==> src/rtl/bcd_conv_pkg.sv <==
// Package: shared widths and the direction encoding for the character
// converter. Assumes one parity bit sits above the data bits of a character.
package bcd_conv_pkg;
    localparam int DATA_W = 6;           // data bits per character
    localparam int NUM_W  = 4;           // numeric nibble width
    localparam int CHAR_W = DATA_W + 1;  // data plus parity

    typedef enum logic {
        DIR_BIN2DEC = 1'b0,
        DIR_DEC2BIN = 1'b1
    } conv_dir_e;
endpackage

==> src/rtl/bcd_bin2dec.sv <==
// Module: bcd_bin2dec
// Splits an unsigned binary value into a tens digit and a units digit by the
// shift-and-add-3 method. Purely combinational.
// Assumes the input is below 100, so two digits hold the result.
module bcd_bin2dec #(
    parameter int BIN_W = 6,
    parameter int DIG_W = 4
) (
    input  logic [BIN_W-1:0] bin,
    output logic [DIG_W-1:0] tens,
    output logic [DIG_W-1:0] units
);
    localparam int SCR_W = BIN_W + 2 * DIG_W;

    logic [SCR_W-1:0] scratch;

    // Walk the binary bits in from the top, correcting each digit before the shift.
    always_comb begin
        scratch = '0;
        scratch[BIN_W-1:0] = bin;
        for (int i = 0; i < BIN_W; i++) begin
            for (int d = 0; d < 2; d++) begin
                if (scratch[BIN_W + d*DIG_W +: DIG_W] >= DIG_W'(5))
                    scratch[BIN_W + d*DIG_W +: DIG_W] =
                        scratch[BIN_W + d*DIG_W +: DIG_W] + DIG_W'(3);
            end
            scratch = scratch << 1;
        end
    end

    // Hand out the two digit fields.
    always_comb begin
        units = scratch[BIN_W +: DIG_W];
        tens  = scratch[BIN_W + DIG_W +: DIG_W];
    end
endmodule

==> src/rtl/bcd_dec2bin.sv <==
// Module: bcd_dec2bin
// Combines a tens nibble and a units nibble into 10*tens + units and flags
// sums that do not fit the output field. Nibbles above 9 keep their binary
// weight. Purely combinational.
module bcd_dec2bin #(
    parameter int DIG_W = 4,
    parameter int OUT_W = 6
) (
    input  logic [DIG_W-1:0] tens,
    input  logic [DIG_W-1:0] units,
    output logic [OUT_W-1:0] result,
    output logic             too_big
);
    localparam int SUM_W = DIG_W + 4;
    localparam int LIMIT = (1 << OUT_W) - 1;

    logic [SUM_W-1:0] sum;

    // Times ten as (x<<3)+(x<<1), then add the units digit.
    always_comb begin
        sum = (SUM_W'(tens) << 3) + (SUM_W'(tens) << 1) + SUM_W'(units);
    end

    // Truncate to the output field and judge the full sum against it.
    always_comb begin
        result  = sum[OUT_W-1:0];
        too_big = (sum > SUM_W'(LIMIT));
    end
endmodule

==> src/rtl/bcd_parity.sv <==
// Module: bcd_parity
// Produces the odd-parity bit for one character's data bits.
module bcd_parity #(
    parameter int W = 6
) (
    input  logic [W-1:0] data,
    output logic         par
);
    // Parity is 1 when the data holds an even number of ones.
    always_comb par = ~(^data);
endmodule

==> src/rtl/bcd_char_converter.sv <==
// Module: bcd_char_converter
// Converts two character slots in place between a 6-bit binary value and a
// two-digit decimal number. The result is registered one cycle after start,
// with done. Decimal-to-binary sums above 63 set a sticky flag.
// Assumes inputs are valid whenever start is high. Reset is synchronous and
// active low.
module bcd_char_converter
    import bcd_conv_pkg::*;
(
    input  logic              clk,
    input  logic              rst_n,
    input  logic              start,
    input  logic              dir,
    input  logic              ovf_clr,
    input  logic [CHAR_W-1:0] lo_in,
    input  logic [CHAR_W-1:0] hi_in,
    output logic [CHAR_W-1:0] lo_out,
    output logic [CHAR_W-1:0] hi_out,
    output logic              done,
    output logic              ovf
);
    localparam int ZONE_W = DATA_W - NUM_W;

    conv_dir_e            dir_sel;
    logic [NUM_W-1:0]     b2d_tens;
    logic [NUM_W-1:0]     b2d_units;
    logic [DATA_W-1:0]    d2b_value;
    logic                 d2b_big;
    logic [DATA_W-1:0]    next_data [2];
    logic [1:0]           next_par;
    logic                 unused_in_bits;

    // Cast the raw select to the direction type.
    always_comb dir_sel = conv_dir_e'(dir);

    // Input bits this block reads in no mode.
    always_comb unused_in_bits = ^{lo_in[CHAR_W-1], hi_in[CHAR_W-1], hi_in[DATA_W-1:NUM_W]};

    bcd_bin2dec #(.BIN_W(DATA_W), .DIG_W(NUM_W)) u_b2d (
        .bin   (lo_in[DATA_W-1:0]),
        .tens  (b2d_tens),
        .units (b2d_units)
    );

    bcd_dec2bin #(.DIG_W(NUM_W), .OUT_W(DATA_W)) u_d2b (
        .tens    (hi_in[NUM_W-1:0]),
        .units   (lo_in[NUM_W-1:0]),
        .result  (d2b_value),
        .too_big (d2b_big)
    );

    // Pick the new data fields of the low (index 0) and high (index 1) slots.
    always_comb begin
        if (dir_sel == DIR_DEC2BIN) begin
            next_data[0] = d2b_value;
            next_data[1] = '0;
        end else begin
            next_data[0] = {{ZONE_W{1'b0}}, b2d_units};
            next_data[1] = {{ZONE_W{1'b0}}, b2d_tens};
        end
    end

    generate
        for (genvar c = 0; c < 2; c++) begin : g_par
            bcd_parity #(.W(DATA_W)) u_par (
                .data (next_data[c]),
                .par  (next_par[c])
            );
        end
    endgenerate

    // Capture the rewritten characters on start and hold them otherwise.
    always_ff @(posedge clk) begin
        if (!rst_n) begin
            lo_out <= {1'b1, {DATA_W{1'b0}}};
            hi_out <= {1'b1, {DATA_W{1'b0}}};
        end else if (start) begin
            lo_out <= {next_par[0], next_data[0]};
            hi_out <= {next_par[1], next_data[1]};
        end
    end

    // Pulse done for one cycle behind each start.
    always_ff @(posedge clk) begin
        if (!rst_n) done <= 1'b0;
        else        done <= start;
    end

    // Sticky overflow: a new overflow wins over a clear in the same cycle.
    always_ff @(posedge clk) begin
        if (!rst_n)
            ovf <= 1'b0;
        else if (start && dir_sel == DIR_DEC2BIN && d2b_big)
            ovf <= 1'b1;
        else if (ovf_clr)
            ovf <= 1'b0;
    end
endmodule

==> config.mk <==
export PLATFORM = sky130hd
export DESIGN_NAME = bcd_char_converter
export DESIGN_NICKNAME = d
export VERILOG_FILES = /design/src/rtl/bcd_conv_pkg.sv /design/src/rtl/bcd_bin2dec.sv /design/src/rtl/bcd_dec2bin.sv /design/src/rtl/bcd_parity.sv /design/src/rtl/bcd_char_converter.sv
export SDC_FILE = /design/constraint.sdc
export NUM_CORES = 1
export LEC_CHECK = 0
export BUFFER_PORTS_ARGS = -buffer_cell sky130_fd_sc_hd__buf_2
export CORE_AREA = 5 5 66 53
export DETAILED_ROUTE_END_ITERATION = 10
export DIE_AREA = 0 0 71 58
export PLACE_DENSITY = 0.73
export SLEW_MARGIN = 25
export SYNTH_ARGS = -nofsm -noshare
export SYNTH_HDL_FRONTEND = slang
export SYNTH_SLANG_ARGS = --single-unit
==> constraint.sdc <==
create_clock -name clk -period 3.95 [get_ports clk]
set_input_delay 0.395 -clock clk [delete_from_list [all_inputs] [get_ports clk]]
set_output_delay 0.395 -clock clk [all_outputs]
set_load 0.02 [all_outputs]
# Word-level counts from Yosys, hierarchy flattened
# Index checks and enable logic that the tools add are counted.
# op_classes
div_mod_pow	0
multipliers	0
n_shift	0
n_lt_le_gt_ge	10
n_eq_ne	0
muxes	12
reduce_logical	5
bitwise_logic	2
add_sub_neg	11
# op_table
op	count
$ge A4 B3 Y1 const B	7
$add A4 B2 Y4 const B	4
$mux W4	4
$mux W3	5
$mux W12	1
$reduce_xor A6 Y1	2
$add A3 B2 Y3 const B	3
$add A7 B5 Y8	1
$add A8 B4 Y8	1
$gt A8 B6 Y1 const B	1
$add A1 B2 Y3 const AB	1
$add A1 B2 Y3 const B	1
$ge A1 B3 Y1 const AB	1
$ge A1 B3 Y1 const B	1
$logic_and A1 B1 Y1	2
$mux W1	2
$not A1 Y1	2
$reduce_bool A2 Y1	1
# word_totals
ram_bits	0
input_bits	19
elab_cells	44
reg_bits	16
romBits	0
mem_count	0
latch_bits	0
out_inout_bits	16

# Depth between registers and ports, before layout
# Gate-level depths: netlist (run 1).
# logic_depth
depth_word	13
ltp_mapped	21
depth_no_buf	21

# Modules after synthesis
# A second synthesis (run 1) with hierarchy kept.
# hier_totals
cells_unflattened	153
hier_area_um2	1403.8
# modules_own_cells
module	n_inst	cells_each	area_per_inst_um2
bcd_char_converter	1	67	670.6
bcd_bin2dec	1	54	415.4
bcd_dec2bin	1	24	220.2
bcd_parity	2	4	48.8

# Worst setup path before layout (run 1)
# OpenSTA, ideal clock, no wires.
# synth_timing
path_type	input -> register
from	in lo_in[4]
to	reg lo_out[6]
path_slack_ps	-44
cell_stages	21
setup_time_ps	63
t_required_ps	3887
arrival_time_ps	3931
cell_sequence	inv_1 > ha_1 > inv_1 > ha_1 > a21oi_4 > xnor2_1 > inv_1 > ha_1 > nand2b_1 > and3_2 > o31a_1 > nor2_1 > inv_1 > ha_1 > nand2b_1 > o2111ai_1 > and3_4 > a211o_1 > a221o_1 > a211o_1 > nand3_1
# synth_via
elab_chain_cells	11
word_cells_on_any_way	15
cone_classes	4 x add/sub; 4 x order compare; 5 x mux; 1 x bitwise; 1 x reduce/logical
# synth_rtl
element	line_no	rtl
start, declared	bcd_char_converter.sv:15	input logic [CHAR_W-1:0] lo_in,
$add A4 B2 Y4 or $ge A4 B3 Y1 (tied branches)	bcd_bin2dec.sv:25, bcd_bin2dec.sv:23	
$mux W4 (*)	bcd_bin2dec.sv:23	if (scratch[BIN_W + d*DIG_W +: DIG_W] >= DIG_W'(5))
$add A4 B2 Y4 or $ge A4 B3 Y1 (tied branches)	bcd_bin2dec.sv:25, bcd_bin2dec.sv:23	
$mux W4 (*)	bcd_bin2dec.sv:23	
$add A4 B2 Y4 or $ge A4 B3 Y1 (tied branches)	bcd_bin2dec.sv:25, bcd_bin2dec.sv:23	
$mux W4 (*)	bcd_bin2dec.sv:23	
$ge A4 B3 Y1 or $add A4 B2 Y4 (tied branches)	bcd_bin2dec.sv:23, bcd_bin2dec.sv:25	
$mux W4 (*)	bcd_bin2dec.sv:23	
$mux W12 (*)	bcd_char_converter.sv:54	if (dir_sel == DIR_DEC2BIN) begin
$reduce_xor A6 Y1 (*)	bcd_parity.sv:10	always_comb par = ~(^data);
$not A1 Y1 (*)	bcd_parity.sv:10	
end signal, assigned	bcd_char_converter.sv:75	lo_out <= {1'b1, {DATA_W{1'b0}}};
end signal, assigned	bcd_char_converter.sv:78	lo_out <= {next_par[0], next_data[0]};
end, declared	bcd_char_converter.sv:17	output logic [CHAR_W-1:0] lo_out,
# Mark *: on every way between the ends. The rest lies on a longest branch, timed or not.
# A chain may end at the register's enable or synchronous reset.

# Worst setup path after layout (run 1)
# Same ends and word-level chain as after synthesis.

==> results.sh, run 1 <==
export IMPL_yosysTopAreaCell="dfxtp_1"
export IMPL_syn_area_um2=1230
export IMPL_worstPathCellList="buf_2 > inv_1 > ha_1 > inv_1 > ha_2 > a21oi_4 > xnor2_2 > inv_2 > buf_4 > ha_4 > nor2b_4 > nor3_4 > o31a_1 > nor2_2 > inv_2 > ha_1 > nand2b_4 > o2111ai_4 > and3_4 > a211o_1 > a221o_1 > a211o_1 > nand3_1"
export IMPL_die_y_um=58
export IMPL_io_buffers=27
export IMPL_synth_avg_cell_area_um2=8.50
export IMPL_r2r_end="lo_out[3]"
export IMPL_layout_cells_non_filler=237
export IMPL_synthMuxAreaShare=0.0487
export IMPL_irDropWorstVdd_mv=0.223
export IMPL_synthSimpleGateAreaFrac=0.174
export IMPL_clk_pin_slew_ps=60
export IMPL_drive_above_1_share=0.397
export IMPL_worstSetupPathType="input pin to flop"
export IMPL_status="complete, no violations"
export IMPL_slowest_delay_ps=340
export IMPL_synth_edff_count=0
export IMPL_numCtsBuffers=3
export IMPL_clock_skew_ps=0
export IMPL_synth_area_top_cells="dfxtp_1 (21%), ha_1 (14%), xnor2_1 (5.0%), mux2i_1 (4.9%), inv_1 (4.6%)"
export IMPL_worstPathMaxFanout=3
export IMPL_final_max_slew_viol_count=0
export IMPL_crit_path_start="lo_in[4]"
export IMPL_final_cell_mix="buf_2 (27), buf_4 (26), inv_1 (13), dfxtp_1 (13), nor2_1 (11)"
export IMPL_hold_end="lo_out[0]"
export IMPL_rows=17
export IMPL_synth_adder_area_share=0.175
export IMPL_cp_start_kind="input pin"
export IMPL_synth_distinct_cells=48
export IMPL_hold_buffers=0
export IMPL_p_per_area_nw_per_um2=324
export IMPL_grt_pass1_wl_um=5820
export IMPL_maxCapViolations=0
export IMPL_cts_sinks=13
export IMPL_antenna_found_initial=0
export IMPL_hp_start="lo_in[0]"
export IMPL_dieArea_um2=4120
export IMPL_cts_tree="built"
export IMPL_placed_cells=227
export IMPL_design_portCount=35
export IMPL_place_hpwl_um=2600
export IMPL_grt_max_degree=16
export IMPL_area_growth_pct=42.5
export IMPL_cts_root_buf="clkbuf_8"
export IMPL_critPathArrivalTime_ps=3980
export IMPL_place_gp_congestion=0.827
export IMPL_overflow=0
export IMPL_fillCellCount=249
export IMPL_hold_depth=3
export IMPL_post_place_ws_ps=-326
export IMPL_slowest_stage="a221o_1"
export IMPL_finalWorstPathRequiredPeriod_ps=3790
export IMPL_setup_viol=0
export IMPL_final_nets=235
export IMPL_first_global_vias=1371
export IMPL_ys_seq_area_frac=0.211
export IMPL_synth_xor_xnor_area_share=0.0751
export IMPL_drc_errors=0
export IMPL_synth_compound_area_frac=0.238
export IMPL_max_freq_mhz=264
export IMPL_leakage_nw=0.835
export IMPL_end_kind="flop"
export IMPL_clockBufferDepth=2
export IMPL_ant_nets=0
export IMPL_final_hold_viol_count=0
export IMPL_drt_iter0_drc=61
export IMPL_netlist_area_leader_share=0.211
export IMPL_finalWorstSetupSlack_ps=159
export IMPL_globalRouteTotalUtil=0.172
export IMPL_synth_top_family_by_area="compound AO/OA/AOI/OAI gates"
export IMPL_clk_latency_ps=250
export IMPL_htreeDepth=1
export IMPL_reg2regPathDepth=3
export IMPL_routed_wirelength_um=3410
export IMPL_first_pass_iters=4
export IMPL_final_common_cell="buf_2"
export IMPL_dieWidth_um=71
export IMPL_yosys_register_bits=13
export IMPL_n_antenna_cell=0
export IMPL_vias=1266
export IMPL_r2r_start="lo_out[3]"
export IMPL_syn_instance_count=145
export IMPL_finalCritPeriodShare=0.960
export IMPL_regToRegSetupSlack_ps=3260
export IMPL_coreArea_um2=2810
export IMPL_wl_per_cell_um=14.4
export IMPL_required_ps=4140
export IMPL_viasPerCell=5.34
export IMPL_min_path_type="input pin to flop"
export IMPL_yosys_most_used_dff="dfxtp_1"
export IMPL_synthArstFlopShare=0
export IMPL_yosysWarningCount=0
export IMPL_initial_core_util=0.439
## power by group
group | internal [W] | total, W | switching, W | leakage (nW)
Sequential | 0.000143 | 0.000148 | 0.00000510 | 0.107
Clock | 0.0000698 | 0.000120 | 0.0000503 | 0.0255
Combinational | 0.000149 | 0.000301 | 0.000152 | 0.702
## flip-flops by register name (all words and copies together), names as in the netlist
| register | flops |
|---|---|
| lo_out | 7 |
| ovf | 1 |
| hi_out | 4 |
| done | 1 |
## cell families after synthesis
family                     after synthesis
DFF                                     13
adders and majority gates               16
xor gates and xnor gates                 9
buffers and inverters                   22
and+or+nand+nor                         40
muxes                                    6
AOI/OAI and AO/OA                       38
other                                    1
## worst max-delay path: cells and delay by family
kind            cells  cell delay (ps)
buf+inv             6              540
xor+xnor            1              150
simple gates        6              820
fa+ha+maj           4              640
compound gates      6             1440
## per-stage QoR
step                      power, W   util  cell area (um^2)  hold WS (ps)  TNS, ps
after CTS                 0.000545  0.594              1670           412        0
final                     0.000569  0.626              1760           418        0
after detailed placement  0.000410  0.552              1550           450     -505
after global routing      0.000610  0.626              1760           419    -20.6
after global placement    0.000399  0.552              1550           451     -126
after floorplan           0.000324      -              1240           508        0
## cell usage after synthesis (2+ instances only)
cell type / number
nand2_1: 5
nor2b_1: 2
and2_1: 4
o21ai_1: 2
mux2i_1: 6
a31oi_1: 2
nand3_1: 4
dfxtp_1: 13
clkbuf_1: 3
o22a_1: 2
buf_4: 3
a211o_1: 4
nor2_1: 12
inv_1: 15
ha_1: 14
a21oi_1: 9
nand2b_1: 5
fa_1: 2
xnor2_1: 7
nand4_1: 2
o2111ai_1: 2
## layer usage
layer / vias up / GRT usage / wire (um)
met2: 33 / 0.322 / 1790
li1: 623 / - / -
met3: 6 / 0.0485 / 149
met1: 604 / 0.183 / 1420
met4: 0 / 0.0670 / 51
met5: - / 0 / 0
## worst max path at each step
stage                 to  slack, ps
6_report       lo_out[6]        160
5_1_grt        lo_out[6]        -20
4_1_cts        lo_out[6]          6
3_5_place_dp   lo_out[6]       -330
3_3_place_gp   lo_out[6]       -130
2_1_floorplan  lo_out[6]          7
## layout make-up
class                   count  area [um^2]  area share
flip-flops and latches     13          260       0.148
inverters                  16         60.1      0.0342
repair buffers             54          342       0.194
multi-input cells         112         1000       0.570
well taps                  38         47.5      0.0271
clock buffers               3         41.3      0.0235
clock inverters             1         5.00     0.00285
## what timing repair did
item / CTS / global route
endpoints found under the setup margin: 1 / 2
pin swaps: 3 / 6
buffers inserted: 3 / 3
resized for setup: 10 / 11
Power figures use the tool's default switching activity.
==> inputs of run 2 (changes only) <==
- CELL_PAD_IN_SITES_DETAIL_PLACEMENT: unset -> 1
- CELL_PAD_IN_SITES_GLOBAL_PLACEMENT: unset -> 1
- CORE_AREA: 5 5 66 53 -> 5 5 76 61
- DIE_AREA: 0 0 71 58 -> 0 0 81 66
- PLACE_DENSITY: 0.73 -> unset
- PLACE_DENSITY_LB_ADDON: unset -> 0.1
==> run 2 against run 1 <==
Core utilization decreased by 17 points. Combinational power fell by 2%. Clock skew unchanged. Final cell count is 6.8% higher. Critical endpoint unchanged. Worst hold slack got worse by 16 ps. Register-to-register slack got worse by 20 ps. Non-clock buffer count down 1.
==> results.sh, run 2 (synthesis gave the netlist of run 1 again) <==
export IMPL_status="complete, no violations"
export IMPL_finalWorstPathRequiredPeriod_ps=3780
export IMPL_final_common_cell="buf_2"
export IMPL_place_gp_congestion=0.865
export IMPL_p_int_w=0.000360
export IMPL_overflow=0
export IMPL_cp_start_kind="input pin"
export IMPL_wl_per_cell_um=14.2
export IMPL_viasPerCell=4.86
export IMPL_n_antenna_cell=0
export IMPL_clk_latency_ps=250
export IMPL_hp_start="rst_n"
export IMPL_final_cell_mix="buf_2 (27), buf_4 (26), inv_1 (13), dfxtp_1 (13), nor2_1 (11)"
export IMPL_numCtsBuffers=3
export IMPL_stdcell_area_um2=1740
export IMPL_hold_end="hi_out[6]"
export IMPL_max_freq_mhz=264
export IMPL_cts_tree="built"
export IMPL_p_sw_w=0.000202
export IMPL_critPathArrivalTime_ps=3970
export IMPL_grt_pass1_wl_um=6090
export IMPL_dpl_instance_area_um2=1570
export IMPL_irDropWorstVdd_mv=0.121
export IMPL_dieWidth_um=81
export IMPL_hold_buffers=0
export IMPL_routed_wirelength_um=3590
export IMPL_design_portCount=35
export IMPL_slowest_delay_ps=340
export IMPL_die_y_um=66
export IMPL_first_pass_iters=4
export IMPL_clk_pin_slew_ps=60
export IMPL_worstSetupPathType="input pin to flop"
export IMPL_required_ps=4140
export IMPL_final_hold_viol_count=0
export IMPL_worstPathCellList="buf_2 > buf_4 > ha_1 > a21oi_4 > xnor2_2 > inv_2 > ha_2 > nand2b_4 > and3_4 > o31a_1 > nor2_2 > inv_1 > ha_2 > nand2b_4 > o2111ai_4 > and3_4 > a211o_1 > a221o_1 > a211o_1 > nand3_1"
export IMPL_htreeDepth=1
export IMPL_ant_nets=0
export IMPL_cts_root_buf="clkbuf_8"
export IMPL_p_comb_frac=0.523
export IMPL_setup_viol=0
export IMPL_relSlewSlack=0.626
export IMPL_tightest_slew_ps=553
export IMPL_r2r_start="lo_out[3]"
export IMPL_setup_tns_ps=0
export IMPL_clkPwrFrac=0.213
export IMPL_leakage_nw=0.825
export IMPL_worstPathMaxFanout=4
export IMPL_top_register="lo_out"
export IMPL_finalCritPeriodShare=0.957
export IMPL_hold_depth=2
export IMPL_regToRegSetupSlack_ps=3240
export IMPL_placed_cells=244
export IMPL_cts_sinks=13
export IMPL_initial_core_util=0.320
export IMPL_switching_share=0.360
export IMPL_slowest_stage="a221o_1"
export IMPL_final_max_slew_viol_count=0
export IMPL_min_path_type="input pin to flop"
export IMPL_p_per_area_nw_per_um2=323
export IMPL_final_nets=234
export IMPL_drive_above_1_share=0.394
export IMPL_io_buffers=27
export IMPL_layout_cells_non_filler=253
export IMPL_seqPwrFrac=0.263
export IMPL_coreArea_um2=3850
export IMPL_globalRouteTotalUtil=0.148
export IMPL_clock_skew_ps=0
export IMPL_dieArea_um2=5350
export IMPL_reg2regPathDepth=3
export IMPL_area_growth_pct=41.0
export IMPL_drc_errors=0
export IMPL_reg_top3="lo_out: 7 flops, hi_out: 4 flops"
export IMPL_drt_iter0_drc=36
export IMPL_vias=1229
export IMPL_first_global_vias=1361
export IMPL_maxCapViolations=0
export IMPL_fillCellCount=484
export IMPL_end_kind="flop"
export IMPL_place_hpwl_um=3030
export IMPL_largest_register_ffs=7
export IMPL_grt_max_degree=16
export IMPL_finalWorstSetupSlack_ps=169
export IMPL_rows=20
export IMPL_r2r_end="lo_out[3]"
export IMPL_antenna_found_initial=0
export IMPL_clockBufferDepth=2
export IMPL_post_place_ws_ps=-395
-- run 2: changes by cell type in the layout (fill, tap and decap cells not counted) --
cell | before | now
buf_6 | 1 | 0
ha_4 | 3 | 1
ha_2 | 1 | 3
nor4_2 | 0 | 1
nor4_4 | 1 | 0
-- run 2: layout make-up --
cell class / instances / area, um^2 / area share
multi-input combinational: 112 / 972 / 0.559
timing repair buffer: 53 / 330 / 0.190
sequential: 13 / 260 / 0.150
tap: 55 / 68.8 / 0.0396
inverter: 16 / 60.1 / 0.0346
clock buffer: 3 / 41.3 / 0.0238
clock inverter: 1 / 5.00 / 0.00288
-- run 2: how the worst max path moves through the flow --
stage | startpoint | end | slack [ps]
6_report | lo_in[3] | lo_out[6] | 170
5_1_grt | lo_in[4] | lo_out[6] | -30
4_1_cts | lo_in[3] | lo_out[6] | 20
3_5_place_dp | lo_in[3] | lo_out[6] | -390
3_3_place_gp | lo_in[3] | lo_out[6] | -260
2_1_floorplan | lo_in[4] | lo_out[6] | 7
-- run 2: timing repair --
action	CTS	global route
pin swaps	2	4
setup buffers	1	4
setup endpoints to repair	2	2
gates resized for setup	9	8
endpoints found under the hold margin	0	0
gates cloned	0	0
-- run 2: routing by layer --
layer	vias to the layer above	track usage	routed length, um
met5	-	0	0
met4	0	0.0274	28
met3	4	0.0286	98
met2	20	0.274	1860
met1	591	0.176	1600
li1	614	-	-
-- run 2: critical path: cells and delay by family --
| kind | cells | cell delay, ps |
|---|---|---|
| AOI/OAI and AO/OA | 6 | 1560 |
| and+or+nand+nor | 6 | 810 |
| adders and majority gates | 3 | 630 |
| buffers and inverters | 4 | 410 |
| xor gates and xnor gates | 1 | 150 |
-- run 2: power groups by stage --
stage               registers, W  clock network, W  logic, W
floorplan               0.000165                 0  0.000159
global placement        0.000150                 0  0.000257
detailed placement      0.000151                 0  0.000268
CTS                     0.000148          0.000123  0.000280
global route            0.000149          0.000129  0.000328
finish                  0.000148          0.000120  0.000294
-- run 2: per-stage QoR --
stage	utilization	hold slack (ps)	power (W)
after floorplan	-	508	0.000324
after global placement	0.407	452	0.000408
after detailed placement	0.407	450	0.000419
after CTS	0.431	409	0.000551
after global routing	0.451	411	0.000606
final	0.451	402	0.000562
==> inputs of run 3 (changes only) <==
- ABC_AREA: unset -> 1
- CORE_AREA: 5 5 76 61 -> 5 5 77 61
- DIE_AREA: 0 0 81 66 -> 0 0 82 66
==> run 3 against run 2 <==
Final area is 16% lower. Wire length is 16% lower. Synthesized cell count is 19% higher. Global-route usage is 2.4 points lower. Via count is 5.2% lower. First-iteration DRC count is 42% lower. Critical path type unchanged.
==> results.sh, run 3 <==
export IMPL_critPathMostFrequentCell="nand2_2"
export IMPL_vias=1165
export IMPL_power_total_w=0.000477
export IMPL_irDropWorstVdd_mv=0.130
export IMPL_final_cell_mix="buf_2 (27), nand2_1 (26), inv_1 (24)"
export IMPL_area_growth_pct=18.3
export IMPL_yosysWarningCount=0
export IMPL_status="complete, no violations"
export IMPL_final_common_cell="buf_2"
export IMPL_largest_register_ffs=7
export IMPL_critPathArrivalTime_ps=3390
export IMPL_cts_sinks=13
export IMPL_yosys_most_used_dff="dfxtp_1"
export IMPL_finish_utilization=0.374
export IMPL_top_register="lo_out"
export IMPL_viasPerCell=4.57
export IMPL_slowest_delay_ps=280
export IMPL_drive_above_1_share=0.285
export IMPL_synth_edff_count=0
export IMPL_wl_per_cell_um=11.8
export IMPL_min_path_type="input pin to flop"
export IMPL_synth_distinct_cells=29
export IMPL_yosysTopAreaCell="dfxtp_1"
export IMPL_final_hold_viol_count=0
export IMPL_syn_area_um2=1230
export IMPL_routed_wirelength_um=3010
export IMPL_clk_latency_ps=240
export IMPL_antenna_found_initial=0
export IMPL_synthArstFlopShare=0
export IMPL_drt_iter0_drc=21
export IMPL_post_cts_repair_setup_buffers=0
export IMPL_overflow=0
export IMPL_reg_top3="lo_out: 7 flops, hi_out: 4 flops"
export IMPL_first_global_vias=1198
export IMPL_use_met1=0.161
export IMPL_dieArea_um2=5410
export IMPL_place_hpwl_um=2670
export IMPL_met3_usage=0.0354
export IMPL_synth_area_top_cells="dfxtp_1 (21%), ha_1 (14%), nand2_1 (7.9%), inv_1 (7.3%), nand3_1 (6.5%)"
export IMPL_cts_root_buf="clkbuf_8"
export IMPL_cp_start_kind="input pin"
export IMPL_required_ps=4080
export IMPL_yosys_register_bits=13
export IMPL_maxCapViolations=0
export IMPL_rows=20
export IMPL_design_portCount=35
export IMPL_setup_viol=0
export IMPL_final_max_slew_viol_count=0
export IMPL_final_nets=236
export IMPL_max_freq_mhz=307
export IMPL_io_buffers=27
export IMPL_netlist_top_cells_count="nand2_1 (26), inv_1 (24), nand3_1 (16), ha_1 (14), dfxtp_1 (13)"
export IMPL_leakage_nw=0.785
export IMPL_initial_core_util=0.316
export IMPL_place_gp_congestion=0.744
export IMPL_ys_seq_area_frac=0.211
export IMPL_clock_skew_ps=0
export IMPL_htreeDepth=1
export IMPL_worstSetupPathType="input pin to flop"
export IMPL_regToRegSetupSlack_ps=3250
export IMPL_cts_tree="built"
export IMPL_die_y_um=66
export IMPL_n_antenna_cell=0
export IMPL_p_per_area_nw_per_um2=327
export IMPL_numCtsBuffers=3
export IMPL_hold_buffers=0
export IMPL_rsz0062_at_grt="false"
export IMPL_syn_instance_count=172
export IMPL_drc_errors=0
export IMPL_coreArea_um2=3900
export IMPL_slowest_stage="or2_2"
export IMPL_netlist_area_leader_share=0.211
export IMPL_worstPathMaxFanout=4
export IMPL_dieWidth_um=82
export IMPL_globalRouteTotalUtil=0.124
export IMPL_clk_pin_slew_ps=60
export IMPL_grt_pass1_wl_um=5270
export IMPL_first_pass_iters=4
export IMPL_ant_nets=0
export IMPL_fillCellCount=527
export IMPL_yosysMostFrequentCell="nand2_1"
export IMPL_cts_resized=0
export IMPL_clockBufferDepth=2
export IMPL_synth_avg_cell_area_um2=7.17
export IMPL_finalCritPeriodShare=0.824
export IMPL_use_met2=0.207
export IMPL_grt_max_degree=22
export IMPL_end_kind="flop"
export IMPL_busiest_layer="met2"
export IMPL_finalWorstPathRequiredPeriod_ps=3260
export IMPL_setup_tns_ps=0
==> run 3: cells by family (layout without fill, tap and decap cells) <==
family | after synthesis | in the layout | share of synthesized area
flops | 13 | 13 | 0.211
simple gates | 79 | 79 | 0.355
fa+ha+maj | 16 | 16 | 0.174
buf+inv | 31 | 57 | 0.104
other cells | 1 | 3 | 0.00304
xor+xnor | 2 | 2 | 0.0142
compound gates | 30 | 30 | 0.138
==> run 3: power breakdown <==
group	internal [W]	switching (W)	leakage (nW)	total, W
Combinational	0.0000765	0.000134	0.655	0.000211
Clock	0.0000712	0.0000476	0.0228	0.000119
Sequential	0.000143	0.00000467	0.108	0.000148
Total	0.000291	0.000186	0.785	0.000477
==> run 3: layout make-up <==
class                           instances  area, um^2  share of cell area
Clock buffer                            4        45.0              0.0309
Inverter                               26        97.6              0.0669
Multi-Input combinational cell        130         852               0.584
Sequential cell                        13         260               0.178
Tap cell                               55        68.8              0.0472
Timing Repair Buffer                   27         135              0.0926
==> run 3: final timing paths <==
path	startpoint	to	depth (start not counted)
setup / recovery	lo_in[4]	lo_out[6]	29
setup reg to reg	hi_out[6]	hi_out[6]	2
hold reg to reg	ovf	ovf	2
hold / removal	ovf_clr	ovf	4
==> run 3: metrics by stage <==
step	setup slack [ps]	area, um^2	instances	hold slack, ps
final	694	1460	255	409
after global routing	430	1460	255	425
after CTS	669	1460	255	413
after detailed placement	429	1410	251	461
after global placement	494	1410	251	454
after floorplan	896	1240	174	520
==> run 3: worst max-delay path: cells and delay by family <==
kind                     cells  cell delay [ps]
adder cells (fa/ha/maj)      4              690
buffers and inverters        6              560
AND/OR/NAND/NOR             19             1750
==> run 3: layer usage <==
| metal | routed length [um] | part of all wire |
|---|---|---|
| met1 | 1510 | 0.50 |
| met2 | 1380 | 0.46 |
| met3 | 120 | 0.040 |
| met4 | 0 | 0 |
| met5 | 0 | 0 |
